<file path="config.mk">
export PLATFORM = sky130hd
export DESIGN_NAME = trim_loop_ctrl
export DESIGN_NICKNAME = d
export VERILOG_FILES = /design/src/rtl/trim_loop_ctrl.sv
export SDC_FILE = /design/constraint.sdc
export NUM_CORES = 1
export LEC_CHECK = 0
export BUFFER_PORTS_ARGS = -buffer_cell sky130_fd_sc_hd__buf_4
export CORE_MARGIN = 1.5
export CORE_UTILIZATION = 60
export CTS_CLUSTER_SIZE = 28
export DETAILED_ROUTE_END_ITERATION = 10
export GPL_ROUTABILITY_DRIVEN = 0
export GPL_TIMING_DRIVEN = 1
export PLACE_DENSITY = 0.78
export SYNTH_ARGS = -nofsm -noshare
export SYNTH_HDL_FRONTEND = slang
export SYNTH_SLANG_ARGS = --single-unit
export TNS_END_PERCENT = 30
</file>
<file path="constraint.sdc">
create_clock -name clk -period 7.9 [get_ports clk]
set_input_delay 1.58 -clock clk [delete_from_list [all_inputs] [get_ports clk]]
set_output_delay 1.58 -clock clk [all_outputs]
set_load 0.02 [all_outputs]
</file>
<file path="src/rtl/trim_loop_ctrl.sv">
module trim_loop_ctrl #(
  parameter int NCH       = 6,
  parameter int CODE_W    = 8,
  parameter int ADC_W     = 10,
  parameter int PRESCALE  = 50,
  parameter int SETTLE_US = 256,
  parameter int CONV_US   = 200
) (
  input  logic                    clk,
  input  logic                    rst_n,
  input  logic                    loop_en_n,
  input  logic [1:0]              prof_sel,
  output logic                    adc_req,
  output logic [2:0]              adc_ch,
  input  logic                    adc_done,
  input  logic [ADC_W-1:0]        adc_data,
  output logic [NCH*CODE_W-1:0]   dac_code,
  output logic [NCH-1:0]          dac_wr,
  output logic                    lock,
  output logic [NCH-1:0]          rail_hit,
  input  logic                    reg_we,
  input  logic [5:0]              reg_addr,
  input  logic [ADC_W-1:0]        reg_wdata
);

  localparam int PW   = $clog2(PRESCALE + 1);
  localparam int TMAX = (SETTLE_US > CONV_US) ? SETTLE_US : CONV_US;
  localparam int TW   = $clog2(TMAX + 1);
  localparam logic [CODE_W-1:0] MID  = {1'b1, {(CODE_W-1){1'b0}}};
  localparam logic [CODE_W-1:0] TOP  = {CODE_W{1'b1}};

  typedef enum logic [2:0] {S_IDLE, S_PICK, S_REQ, S_WAIT, S_SETTLE} st_t;

  st_t st, nst;
  logic [2:0]        ptr, prof_q;
  logic [PW-1:0]     pcnt;
  logic [TW-1:0]     tcnt;
  logic [ADC_W-1:0]  tgt [NCH];
  logic [CODE_W-1:0] pre [4][NCH];
  logic [CODE_W-1:0] code [NCH];
  logic [3:0]        run [NCH];
  logic [NCH-1:0]    wr_q, rail_q, lck_q, mask;
  logic [4:0]        db;
  logic [3:0]        nlock;

  wire       en       = ~loop_en_n;
  wire [2:0] grp      = reg_addr[5:3];
  wire [2:0] wch      = reg_addr[2:0];
  wire       ch_ok    = 32'(wch) < NCH;
  wire       prof_chg = prof_sel != prof_q[1:0];
  wire       dir_wr   = reg_we && grp == 3'd5 && ch_ok;
  wire       ext_chg  = prof_chg || dir_wr;
  wire       tick     = pcnt == PW'(PRESCALE - 1);
  wire       settled  = tick && tcnt == TW'(SETTLE_US - 1);
  wire       conv_to  = tick && tcnt == TW'(CONV_US - 1);
  wire       sample   = st == S_WAIT && en && !ext_chg && (adc_done || conv_to);
  wire [2:0] nxt      = (ptr == 3'(NCH - 1)) ? 3'd0 : ptr + 3'd1;

  wire [ADC_W:0]     rd   = {1'b0, adc_data};
  wire [ADC_W:0]     tg   = {1'b0, tgt[ptr]};
  wire [ADC_W:0]     dbx  = (ADC_W + 1)'(db);
  wire               up   = sample && (rd + dbx < tg);
  wire               dn   = sample && (rd > tg + dbx);
  wire [CODE_W-1:0]  cur  = code[ptr];
  wire               step = (up && cur != TOP) || (dn && cur != '0);
  wire [3:0]         rinc = (run[ptr] == 4'hF) ? 4'hF : run[ptr] + 4'd1;

  always_comb begin
    nst = st;
    case (st)
      S_IDLE:   nst = S_SETTLE;
      S_PICK:   if (mask[ptr]) nst = S_REQ;
      S_REQ:    nst = S_WAIT;
      S_WAIT:   if (sample) nst = step ? S_SETTLE : S_PICK;
      S_SETTLE: if (settled) nst = S_PICK;
      default:  nst = S_IDLE;
    endcase
    if (!en) nst = S_IDLE;
    else if (ext_chg) nst = S_SETTLE;
  end

  always_ff @(posedge clk or negedge rst_n) begin
    if (!rst_n) begin
      st     <= S_IDLE;
      ptr    <= '0;
      prof_q <= '0;
      pcnt   <= '0;
      tcnt   <= '0;
    end else begin
      st     <= nst;
      prof_q <= {1'b0, prof_sel};
      if (nst != st || ext_chg) begin
        pcnt <= '0;
        tcnt <= '0;
      end else if (tick) begin
        pcnt <= '0;
        tcnt <= tcnt + 1'b1;
      end else begin
        pcnt <= pcnt + 1'b1;
      end
      if (sample || (st == S_PICK && nst == S_PICK)) ptr <= nxt;
    end
  end

  always_ff @(posedge clk or negedge rst_n) begin
    if (!rst_n) begin
      db    <= 5'd2;
      nlock <= 4'd3;
      mask  <= '1;
      for (int i = 0; i < NCH; i++) begin
        tgt[i] <= ADC_W'(1 << (ADC_W - 1));
        for (int p = 0; p < 4; p++) pre[p][i] <= MID;
      end
    end else if (reg_we) begin
      for (int i = 0; i < NCH; i++) begin
        if (wch == 3'(i)) begin
          if (grp == 3'd0) tgt[i] <= reg_wdata;
          for (int p = 0; p < 4; p++)
            if (grp == 3'(p + 1)) pre[p][i] <= reg_wdata[CODE_W-1:0];
        end
      end
      if (grp == 3'd6) begin
        case (wch)
          3'd0: db    <= reg_wdata[4:0];
          3'd1: nlock <= (reg_wdata[3:0] == 4'd0) ? 4'd1 : reg_wdata[3:0];
          3'd2: mask  <= reg_wdata[NCH-1:0];
          default: ;
        endcase
      end
    end
  end

  always_ff @(posedge clk or negedge rst_n) begin
    if (!rst_n) begin
      wr_q   <= '0;
      rail_q <= '0;
      lck_q  <= '0;
      for (int i = 0; i < NCH; i++) begin
        code[i] <= MID;
        run[i]  <= '0;
      end
    end else begin
      for (int i = 0; i < NCH; i++) begin
        wr_q[i] <= 1'b0;
        if (prof_chg) begin
          code[i]   <= pre[prof_sel][i];
          wr_q[i]   <= 1'b1;
          rail_q[i] <= 1'b0;
          run[i]    <= '0;
          lck_q[i]  <= 1'b0;
        end else if (dir_wr && wch == 3'(i)) begin
          code[i]   <= reg_wdata[CODE_W-1:0];
          wr_q[i]   <= 1'b1;
          rail_q[i] <= 1'b0;
          run[i]    <= '0;
          lck_q[i]  <= 1'b0;
        end else if (sample && ptr == 3'(i)) begin
          if (up || dn) begin
            run[i]   <= '0;
            lck_q[i] <= 1'b0;
            if (step) begin
              code[i]   <= up ? code[i] + 1'b1 : code[i] - 1'b1;
              wr_q[i]   <= 1'b1;
              rail_q[i] <= 1'b0;
            end else begin
              rail_q[i] <= 1'b1;
            end
          end else begin
            run[i]   <= rinc;
            lck_q[i] <= rinc >= nlock;
          end
        end
        if (!en) begin
          run[i]   <= '0;
          lck_q[i] <= 1'b0;
        end
      end
    end
  end

  for (genvar g = 0; g < NCH; g++) begin : g_out
    assign dac_code[g*CODE_W +: CODE_W] = code[g];
  end

  assign adc_req  = st == S_REQ;
  assign adc_ch   = ptr;
  assign dac_wr   = wr_q;
  assign rail_hit = rail_q;
  assign lock     = en && (|mask) && (&(lck_q | ~mask));

endmodule

</file>
==> summary.txt <==
status: completed
Pre-antenna DRT Iters: 6
port buffer count: 97
Setup CP Type: input port to flop
Setup crit end kind: flop
setup tns final: 0 ps
Syn Nets: 1963
MaxCap Viol Count: 0
die height: 189 um
crit-path max FO: 31
Comb pwr share: 26.8%
RSZ-0062 raised after global routing: false
Synth Instances: 1847
Synth area leaders: dfrtp_1 (40%), mux2_2 (14%), dfstp_2 (5.7%)
WL met2: 26.0 mm
CTS tree: done
most common cell after layout, fill and taps aside: dfrtp_1
Wirelength per Cell: 23.2 um
Ports: 98
commonest cells after routing, fill and taps aside: dfrtp_1 (334), mux2_2 (267), nand2_1 (138)
DR vias/cell: 6.41
DRC viols: 0
DR top layer: met5
Max IR drop VDD: 170 uV
largest net degree at the start of global routing: 169
fraction of registers with async set/reset: 100%
worst hold path class: flop to flop
hold buffers post-CTS: 0
WL met3: 4.10 mm
CTS resizes: 0
DR vias: 15.2k
switching share of power: 31.1%
htree depth: 2
total wire length: 55.2 mm
number of library cell types mapped by synthesis: 70
area leader, netlist: dfrtp_1
initial antenna violation count: 1
internal power: 4.36 mW
placed instance area: 21800 sq um
ant diodes: 0
startpoint types: input port
Yosys warning total: 0
Seq cells post-synth: 380
P per Cell Area: 272 nW/um^2
first-pass GRT wire length: 87.3 mm
fmax: 0.147 GHz
Setup-failing EPs final: 0
Total Routing Usage GR: 31.6%
die area: 35700 sq um
Slew HR: 13.1%
share of the yosys chip area belonging to registers: 46.1%
layout cells sized above 1: 29.5%
endpoints failing hold: 0
Final nets: 2011
switching pwr: 1.97 mW
Area growth syn-to-layout: 12.2%
leakage power: 10.6 nW
core area: 33800 sq um
Sinks on Clock Net: 380
ys flop type: dfrtp_1
pin slew with the least headroom to its limit: 1300 ps
Finished Core Util: 69.0%
Flop pwr share: 39.8%
Rows: 67
clk_lat worst skew: 590 ps
clock group share of total power: 33.4%
maximum buffer depth of the clock tree: 3
Synth top area share: 40.4%
FILL cells: 2387
EDFF count, synth: 0
met1 WL: 23.4 mm
vias in the first global route: 15.4k
die width: 189 um
crit path time final: 6800 ps
Synth Area per Inst: 11.2 sq um
TritonCTS Buffers: 43
Overall Power: 6.33 mW
clock-pin slew on the worst setup and hold paths: 60 ps
CP Data Arrival Time: 7310 ps
synthesized area: 20800 sq um
Initial DRC Count: 1423
initial core utilization: 61.5%
GRT overflow: 0
period utilization: 86.1%
Root Driver: clkbuf_16
cell area after layout: 23300 sq um
Final ANT Viol Nets: 0
post-CTS setup buffer count: 0
max-slew violations: 0
dpl hpwl: 36.3 mm
worst setup skew after layout: 13.1 ps
Critical Path RT: 8400 ps
==> registers in the layout, indices dropped and copies added, names as in the netlist <==
signal,count
nlock,4
prof_q,2
pre,192
pcnt,6
adc_ch,3
st,3
mask,6
lck_q,6
tgt,60
db,5
rail_hit,6
run,24
dac_code,48
dac_wr,6
tcnt,9
==> worst max-delay path, cell delays in order <==
cell and delay, ps:
buf_4 90, ha_1 150, inv_1 60, fa_1 400, nor2b_1 190, nor3_1 80, o21bai_1 230, nand4_1 150
xnor2_1 150, ha_1 310, nand3_1 90, nor2_1 170, o2111ai_1 130, a21oi_1 120, and4b_1 230, inv_1 940
buf_4 370, ha_1 260, a21o_1 160, a21oi_1 210, nor2b_1 70, o21a_1 190, o41ai_1 290, xnor3_1 270
o21ai_0 180, o211ai_1 110, o21ai_0 100
==> through the flow <==
stage / std cells / hold slack (ps) / setup WS (ps)
floorplan: 1847 / 445 / 1240
global placement: 2298 / 457 / 831
detailed placement: 2298 / 469 / 600
CTS: 2378 / 483 / 1160
global route: 2378 / 497 / 692
finish: 2378 / 482 / 1100
==> per-layer routing <==
layer / up-vias / track usage (%)
li1: 6793 / -
met1: 7703 / 43.4
met2: 622 / 49.8
met3: 123 / 6.86
met4: 2 / 11.5
met5: - / 0
==> kinds of logic (layout without fill, tap and decap cells) <==
family                   after synthesis  in the layout  synth area share, %
AND/OR/NAND/NOR                      431            431                 9.76
multiplexers                         352            352                 21.6
AO/OA/AOI/OAI                        368            368                 10.8
adder cells (fa/ha/maj)               83             83                 5.29
flip-flops                           380            380                 46.1
XOR/XNOR                              66             66                 3.22
buffers and inverters                167            250                 3.30
==> worst paths after layout <==
check / start / end / slack, ps / cells past startpoint
setup / recovery: adc_data[0] / dac_code[39]$_DFFE_PN1P_ / 1100 / 27
hold / removal: pre[32]$_DFFE_PN0P_ / pre[32]$_DFFE_PN0P_ / 480 / 2
setup reg to reg: adc_ch[2]$_DFFE_PN0P_ / dac_code[39]$_DFFE_PN1P_ / 1140 / 23
hold reg to reg: pre[32]$_DFFE_PN0P_ / pre[32]$_DFFE_PN0P_ / 480 / 2
max in group asynchronous: rst_n / dac_code[41]$_DFFE_PN0P_ / 5490 / 2
min in group asynchronous: rst_n / db[0]$_DFFE_PN0P_ / 1010 / 1
==> power by group through the flow <==
stage / clock, mW / sequential (mW) / combinational, mW
2_1_floorplan: 0 / 2.52 / 1.14
5_1_grt: 2.22 / 2.54 / 1.88
3_3_place_gp: 0 / 2.52 / 1.62
3_5_place_dp: 0 / 2.54 / 1.68
4_1_cts: 2.13 / 2.51 / 1.69
6_report: 2.11 / 2.52 / 1.70
==> area by class of cell <==
type                            instances  area [sq um]  area share (%)
Timing Repair Buffer                  125           958            4.11
Inverter                               45           169           0.725
Sequential cell                       380          9570            41.1
Clock buffer                           63          1260            5.41
Tap cell                              448           561            2.41
Multi-Input combinational cell       1300         10500            45.2
Clock inverter                         17           254            1.09
==> synth_stat cells (4+ instances only) <==
cell type	n
dfrtp_1	335
mux2_2	267
nand2_1	139
nor2_1	128
o21ai_0	126
a21oi_1	95
clkbuf_1	93
ha_1	75
mux4_2	50
nand3_1	46
dfstp_2	45
inv_1	44
xnor2_1	44
mux2i_1	34
a21o_1	28
nor3_1	23
o22ai_1	19
nand2b_1	16
xor2_1	15
buf_2	14
o21a_1	14
a22o_1	11
nand4_1	11
o211ai_1	11
o2bb2ai_1	11
a31oi_1	10
nor2b_1	10
o22a_1	9
fa_1	8
and2_1	7
buf_1	7
nor3b_1	7
o21bai_1	7
o41ai_1	6
or3b_1	6
xnor3_1	6
a22oi_1	5
and3_1	5
buf_4	5
nor4b_1	5
or3_1	5
nand4b_1	4
Note: power is estimated with default switching activity, not from simulation.
